===== src/rtl/cwg_pkg.sv =====
package cwg_pkg;
  localparam int CH_N = 2;
  localparam int CH_A = 0;
  localparam int CH_B = 1;
endpackage


===== src/rtl/cwg_tick.sv =====
module cwg_tick #(
  parameter int STAGES = 2
) (
  input  logic clk,
  input  logic rst,
  input  logic osc_i,
  input  logic sel_i,
  output logic tick_o
);
  logic [STAGES:0] sh;

  always_ff @(posedge clk) begin
    if (rst) sh <= '0;
    else     sh <= {sh[STAGES-1:0], osc_i};
  end

  assign tick_o = sel_i ? (sh[STAGES-1] & ~sh[STAGES]) : 1'b1;
endmodule


===== src/rtl/cwg_dead_band.sv =====
module cwg_dead_band #(
  parameter int DB_W = 6
) (
  input  logic            clk,
  input  logic            rst,
  input  logic            hold_i,
  input  logic            want_i,
  input  logic            tick_i,
  input  logic [DB_W-1:0] count_i,
  output logic            on_o
);
  logic [DB_W-1:0] cnt;

  always_ff @(posedge clk) begin
    if (rst || hold_i || !want_i) begin
      cnt <= '0;
    end else if (tick_i && (cnt < count_i)) begin
      cnt <= cnt + 1'b1;
    end
  end

  always_ff @(posedge clk) begin
    if (rst || hold_i) on_o <= 1'b0;
    else               on_o <= want_i && (cnt >= count_i);
  end
endmodule


===== src/rtl/cwg_shutdown.sv =====
module cwg_shutdown (
  input  logic clk,
  input  logic rst,
  input  logic en_i,
  input  logic shdn_i,
  input  logic auto_i,
  input  logic clr_i,
  input  logic edge_i,
  output logic force_o
);
  logic latched;
  logic release_req;

  assign release_req = auto_i ? edge_i : clr_i;
  assign force_o     = shdn_i | latched;

  always_ff @(posedge clk) begin
    if (rst) latched <= 1'b0;
    else     latched <= en_i && (shdn_i || (latched && !release_req));
  end
endmodule


===== src/rtl/cwg_top.sv =====
module cwg_top import cwg_pkg::*; #(
  parameter int SRC_N       = 8,
  parameter int DB_W        = 6,
  parameter int SYNC_STAGES = 2,
  localparam int SEL_W      = $clog2(SRC_N)
) (
  input  logic             clk,
  input  logic             rst,
  input  logic             en_i,
  input  logic [SRC_N-1:0] src_i,
  input  logic [SEL_W-1:0] src_sel_i,
  input  logic             db_clk_sel_i,
  input  logic             osc_i,
  input  logic [DB_W-1:0]  db_rise_i,
  input  logic [DB_W-1:0]  db_fall_i,
  input  logic             oe_a_i,
  input  logic             oe_b_i,
  input  logic             pol_a_i,
  input  logic             pol_b_i,
  input  logic             ovr_a_i,
  input  logic             ovr_b_i,
  input  logic             shdn_i,
  input  logic             auto_restart_i,
  input  logic             shdn_clr_i,
  output logic             out_a_o,
  output logic             out_b_o,
  output logic             valid_a_o,
  output logic             valid_b_o
);
  logic            armed;
  logic            in_q;
  logic            in_prev;
  logic            src_edge;
  logic            force_sd;
  logic            hold;
  logic            db_tick;
  logic [CH_N-1:0] want;
  logic [CH_N-1:0] ch_on;
  logic [CH_N-1:0] pol;
  logic [CH_N-1:0] ovr;
  logic [CH_N-1:0] oe;
  logic [CH_N-1:0] out_q;
  logic [CH_N-1:0] valid_q;
  logic [DB_W-1:0] count [CH_N];

  // source pick and edge history
  always_ff @(posedge clk) begin
    if (rst || !en_i) begin
      armed   <= 1'b0;
      in_q    <= 1'b0;
      in_prev <= 1'b0;
    end else begin
      armed   <= 1'b1;
      in_q    <= src_i[src_sel_i];
      in_prev <= in_q;
    end
  end

  assign src_edge = in_q ^ in_prev;
  assign hold     = !en_i || !armed || force_sd;

  cwg_tick #(.STAGES(SYNC_STAGES)) u_tick (
    .clk    (clk),
    .rst    (rst),
    .osc_i  (osc_i),
    .sel_i  (db_clk_sel_i),
    .tick_o (db_tick)
  );

  cwg_shutdown u_sd (
    .clk     (clk),
    .rst     (rst),
    .en_i    (en_i),
    .shdn_i  (shdn_i),
    .auto_i  (auto_restart_i),
    .clr_i   (shdn_clr_i),
    .edge_i  (src_edge),
    .force_o (force_sd)
  );

  assign want[CH_A]  = in_q;
  assign want[CH_B]  = ~in_q;
  assign count[CH_A] = db_rise_i;
  assign count[CH_B] = db_fall_i;
  assign pol         = {pol_b_i, pol_a_i};
  assign ovr         = {ovr_b_i, ovr_a_i};
  assign oe          = {oe_b_i, oe_a_i};

  for (genvar c = 0; c < CH_N; c++) begin : g_ch
    cwg_dead_band #(.DB_W(DB_W)) u_db (
      .clk     (clk),
      .rst     (rst),
      .hold_i  (hold),
      .want_i  (want[c]),
      .tick_i  (db_tick),
      .count_i (count[c]),
      .on_o    (ch_on[c])
    );
  end

  // registered pin stage
  always_ff @(posedge clk) begin
    if (rst) begin
      out_q   <= '0;
      valid_q <= '0;
    end else begin
      for (int c = 0; c < CH_N; c++) begin
        valid_q[c] <= en_i & oe[c];
        if (!en_i)         out_q[c] <= 1'b0;
        else if (force_sd) out_q[c] <= ovr[c];
        else               out_q[c] <= ~(ch_on[c] ^ pol[c]);
      end
    end
  end

  assign out_a_o   = out_q[CH_A];
  assign out_b_o   = out_q[CH_B];
  assign valid_a_o = valid_q[CH_A];
  assign valid_b_o = valid_q[CH_B];
endmodule


===== config.mk =====
export PLATFORM = sky130hd
export DESIGN_NAME = cwg_top
export DESIGN_NICKNAME = d
export VERILOG_FILES = /design/src/rtl/cwg_pkg.sv /design/src/rtl/cwg_tick.sv /design/src/rtl/cwg_dead_band.sv /design/src/rtl/cwg_shutdown.sv /design/src/rtl/cwg_top.sv
export SDC_FILE = /design/constraint.sdc
export NUM_CORES = 1
export LEC_CHECK = 0
export BUFFER_PORTS_ARGS = -buffer_cell sky130_fd_sc_hd__buf_2
export CAP_MARGIN = 20
export CORE_MARGIN = 3
export CORE_UTILIZATION = 30
export CTS_BUF_LIST = sky130_fd_sc_hd__clkbuf_8
export DETAILED_ROUTE_END_ITERATION = 10
export GPL_ROUTABILITY_DRIVEN = 0
export PLACE_DENSITY = 0.49
export SYNTH_ARGS = -nofsm -noshare
export SYNTH_HDL_FRONTEND = slang
export SYNTH_SLANG_ARGS = --single-unit

===== constraint.sdc =====
create_clock -name clk -period 2.36 [get_ports clk]
set_input_delay 0.118 -clock clk [delete_from_list [all_inputs] [get_ports clk]]
set_output_delay 0.118 -clock clk [all_outputs]
set_load 0.005 [all_outputs]

==> summary.txt <==
Final layout
  • Post-route cell area: 1680 um^2
  • Commonest non-fill, non-tap cells in the layout: buf_2, dfxtp_1, inv_1, ha_1, nor2_1
  • Fillcell total: 445
  • P&R area growth vs syn: 22.8%
  • Layout cell share with drive strength beyond 1: 30.7%
  • Final non-filler cell total: 239
  • Number of nets in the layout: 241
  • Ant diodes: 0
  • Commonest non-fill, non-tap cell in the layout: buf_2

Worst setup path
  • Arr. time, crit path: 1.92 ns
  • Startpoint Class: flop
  • CP Capture Type: flop
  • Reg2reg setup slack: 0.59 ns
  • Worst reg-to-reg path cell count: 6
  • Worst path required time: 2.51 ns
  • Worst Path Class, Setup: reg -> reg
  • Worst r2r src: g_ch[1].u_db.cnt[2]
  • RR Endpoint: g_ch[1].u_db.cnt[4]
  • CP Max Fanout: 7

GRT
  • Largest net degree at the start of global routing: 16
  • Tot GR Track Use: 12.1%
  • First-pass GRT wire length: 5150 um
  • Total grt overflow: 0
  • Initial antenna violation count: 0
  • Number of global-route vias before repair: 1,187

Logic synthesis
  • Mapped Nets: 196
  • Synthesized area per cell: 9.43 um^2
  • Post-Synthesis Cell Area: 1370 um^2
  • Number of library cell types mapped by synthesis: 37
  • Seq cells post-synth: 25
  • Post-synthesis cell count: 145
  • Sequential fraction of the synthesis area: 36.6%
  • YS warnings: 0

Detailed routing
  • Starting DRT DRC Count: 45
  • DRT Wirelength: 3070 um
  • Wire length per cell: 12.8 um
  • Vias per cell: 4.82
  • Final ANT Viol Nets: 0
  • Total iterations of the first detailed-routing run: 4
  • Remaining DRCs: 0
  • Via Count: 1,153

Clock network
  • PostCTS Resize Cnt: 0
  • CTS tree: yes
  • Clock tree sinks: 25
  • Root Buffer: clkbuf_8
  • Reg clk slew, reported paths: 0.09 ns
  • Setup Buffers After CTS: 0
  • H-tree level count: 1
  • CTS max path bufs: 2
  • CTS buffer count: 3
  • Post-cts hold buffer count: 0
  • Clock Latency Late Sink: 0.27 ns

Floorplanning
  • FP Rows: 23
  • Core outline area: 4200 um^2
  • Die area: 5400 um^2
  • IO Count: 41
  • Die extent in y: 73.5 um
  • Die Wd: 73.5 um
  • Initial core utilization: 32.5%

Power and ir drop
  • LEAKAGE: 0.766 nW
  • VDD IR-drop max: 0.189 mV
  • Power Density: 472 nW/um^2

STA
  • Setup violations, final: 0
  • Fin Setup TNS: 0 ns
  • Final hold vios: 0
  • Final period util: 75.1%
  • RSZ-0062 raised after global routing: no
  • F_max: 565 MHz
  • Clock Skews: 0.00278 ns
  • Slew @ Worst Pin: 0.377 ns
  • Max Slew Vio Count: 0
  • Final hold slack: 0.0460 ns
  • Final min period: 1.77 ns
  • Rel. slew slack: 74.7%

Placed design
  • DP Wirelength: 2560 um
  • # port buffers: 40
  • Placed Cells: 235
  • Post-DP Area: 1630 um^2

Min path
  • WHS Path Cells: 2
  • Hold Startpoint: rst
  • Worst hold endpoint: u_tick.sh[0]
  • Worst Hold Class: in -> reg

Job
  • Max cap viols: 0

Run status
  • Status: finished clean
## per-stage QoR
stage | utilization (%) | power, mW | setup WS, ns
after floorplan | - | 0.497 | 0.698
after global placement | 38.8 | 0.539 | 0.596
after detailed placement | 38.8 | 0.544 | 0.592
after CTS | 40.0 | 0.806 | 0.570
after global routing | 40.0 | 0.834 | 0.451
final | 40.0 | 0.793 | 0.589
## Yosys cell counts
library cell | n | area share [%]
and2_1 | 3 | 1.4
a311oi_1 | 1 | 0.64
mux4_2 | 2 | 3.3
nand3b_1 | 1 | 0.55
inv_1 | 14 | 3.8
a41o_1 | 1 | 0.73
inv_2 | 1 | 0.27
nand2b_4 | 2 | 2.0
ha_1 | 14 | 13
dfxtp_1 | 25 | 37
nor2_1 | 11 | 3.0
nand4b_1 | 1 | 0.64
and4_1 | 3 | 1.9
nor2b_1 | 5 | 2.3
and2_4 | 1 | 0.64
o21ai_2 | 1 | 0.64
xnor2_1 | 6 | 3.8
o21ai_0 | 6 | 2.2
nand2_1 | 8 | 2.2
nand3_1 | 7 | 2.6
mux2i_1 | 2 | 1.5
o21ba_2 | 2 | 1.5
o211ai_1 | 1 | 0.55
or4_1 | 1 | 0.55
a21o_1 | 1 | 0.55
xor2_1 | 2 | 1.3
a41oi_1 | 1 | 0.64
or3_1 | 2 | 0.91
nand4_2 | 2 | 1.8
o21ai_1 | 1 | 0.37
nand4_1 | 2 | 0.91
nor4_1 | 1 | 0.46
nor3_4 | 1 | 1.2
a21oi_1 | 10 | 3.7
or4_4 | 1 | 0.82
a211oi_1 | 1 | 0.55
a21bo_2 | 1 | 0.73
## report_power, final
| group | leakage, nW | internal [mW] | switching, mW |
|---|---|---|---|
| Sequential | 0.203 | 0.430 | 0.00458 |
| Clock | 0.0217 | 0.120 | 0.140 |
| Combinational | 0.541 | 0.0538 | 0.0445 |
| Total | 0.766 | 0.603 | 0.189 |
## critical path, cell delays in order (launching register included)
cell and delay [ns]:
dfxtp_1 0.45, ha_1 0.28, nand4_1 0.12, o21ba_2 0.20
or4_4 0.41, xor2_1 0.15, nor2_1 0.05
## how the worst max path moves through the flow
stage	start	end	slack [ns]	cells after the start
2_1_floorplan	g_ch[1].u_db.cnt[1]	g_ch[1].u_db.cnt[4]	0.70	6
3_3_place_gp	g_ch[1].u_db.cnt[2]	g_ch[1].u_db.cnt[4]	0.60	6
3_5_place_dp	g_ch[1].u_db.cnt[2]	g_ch[1].u_db.cnt[5]	0.59	6
4_1_cts	g_ch[0].u_db.cnt[1]	g_ch[0].u_db.cnt[4]	0.57	6
5_1_grt	g_ch[0].u_db.cnt[1]	g_ch[0].u_db.cnt[4]	0.45	6
6_report	g_ch[1].u_db.cnt[2]	g_ch[1].u_db.cnt[4]	0.59	6
## registers in the layout, indices dropped and copies added, names as in the netlist
| name | flops |
|---|---|
| armed | 1 |
| g_ch.u_db.cnt | 12 |
| g_ch.u_db.on_o | 2 |
| in_prev | 1 |
| in_q | 1 |
| out_q | 2 |
| u_sd.latched | 1 |
| u_tick.sh | 3 |
| valid_q | 2 |
## kinds of logic after synthesis
| logic type | Yosys count | synth area share, % |
|---|---|---|
| adders and majority gates | 14 | 12.8 |
| AOI/OAI and AO/OA | 27 | 12.7 |
| xor gates and xnor gates | 8 | 5.12 |
| DFF | 25 | 36.6 |
| buffers and inverters | 15 | 4.12 |
| muxes | 4 | 4.76 |
| and+or+nand+nor | 52 | 23.9 |
## layout make-up
| class | count | area, um^2 | share of cell area (%) |
|---|---|---|---|
| multi-input combinational | 105 | 811 | 48.3 |
| clock inverter | 1 | 7.51 | 0.447 |
| inverter | 15 | 56.3 | 3.35 |
| tap | 50 | 62.6 | 3.73 |
| sequential | 25 | 500 | 29.8 |
| timing repair buffer | 40 | 200 | 11.9 |
| clock buffer | 3 | 41.3 | 2.46 |
## routing by layer
layer  GRT usage, %  vias up  routed length, um
met2           22.3       19               1640
met5              0        -                  0
li1               -      601                  -
met3           2.05        6                100
met4           4.23        0                 45
met1           13.9      527               1280
(Power assumes the default switching activity.)
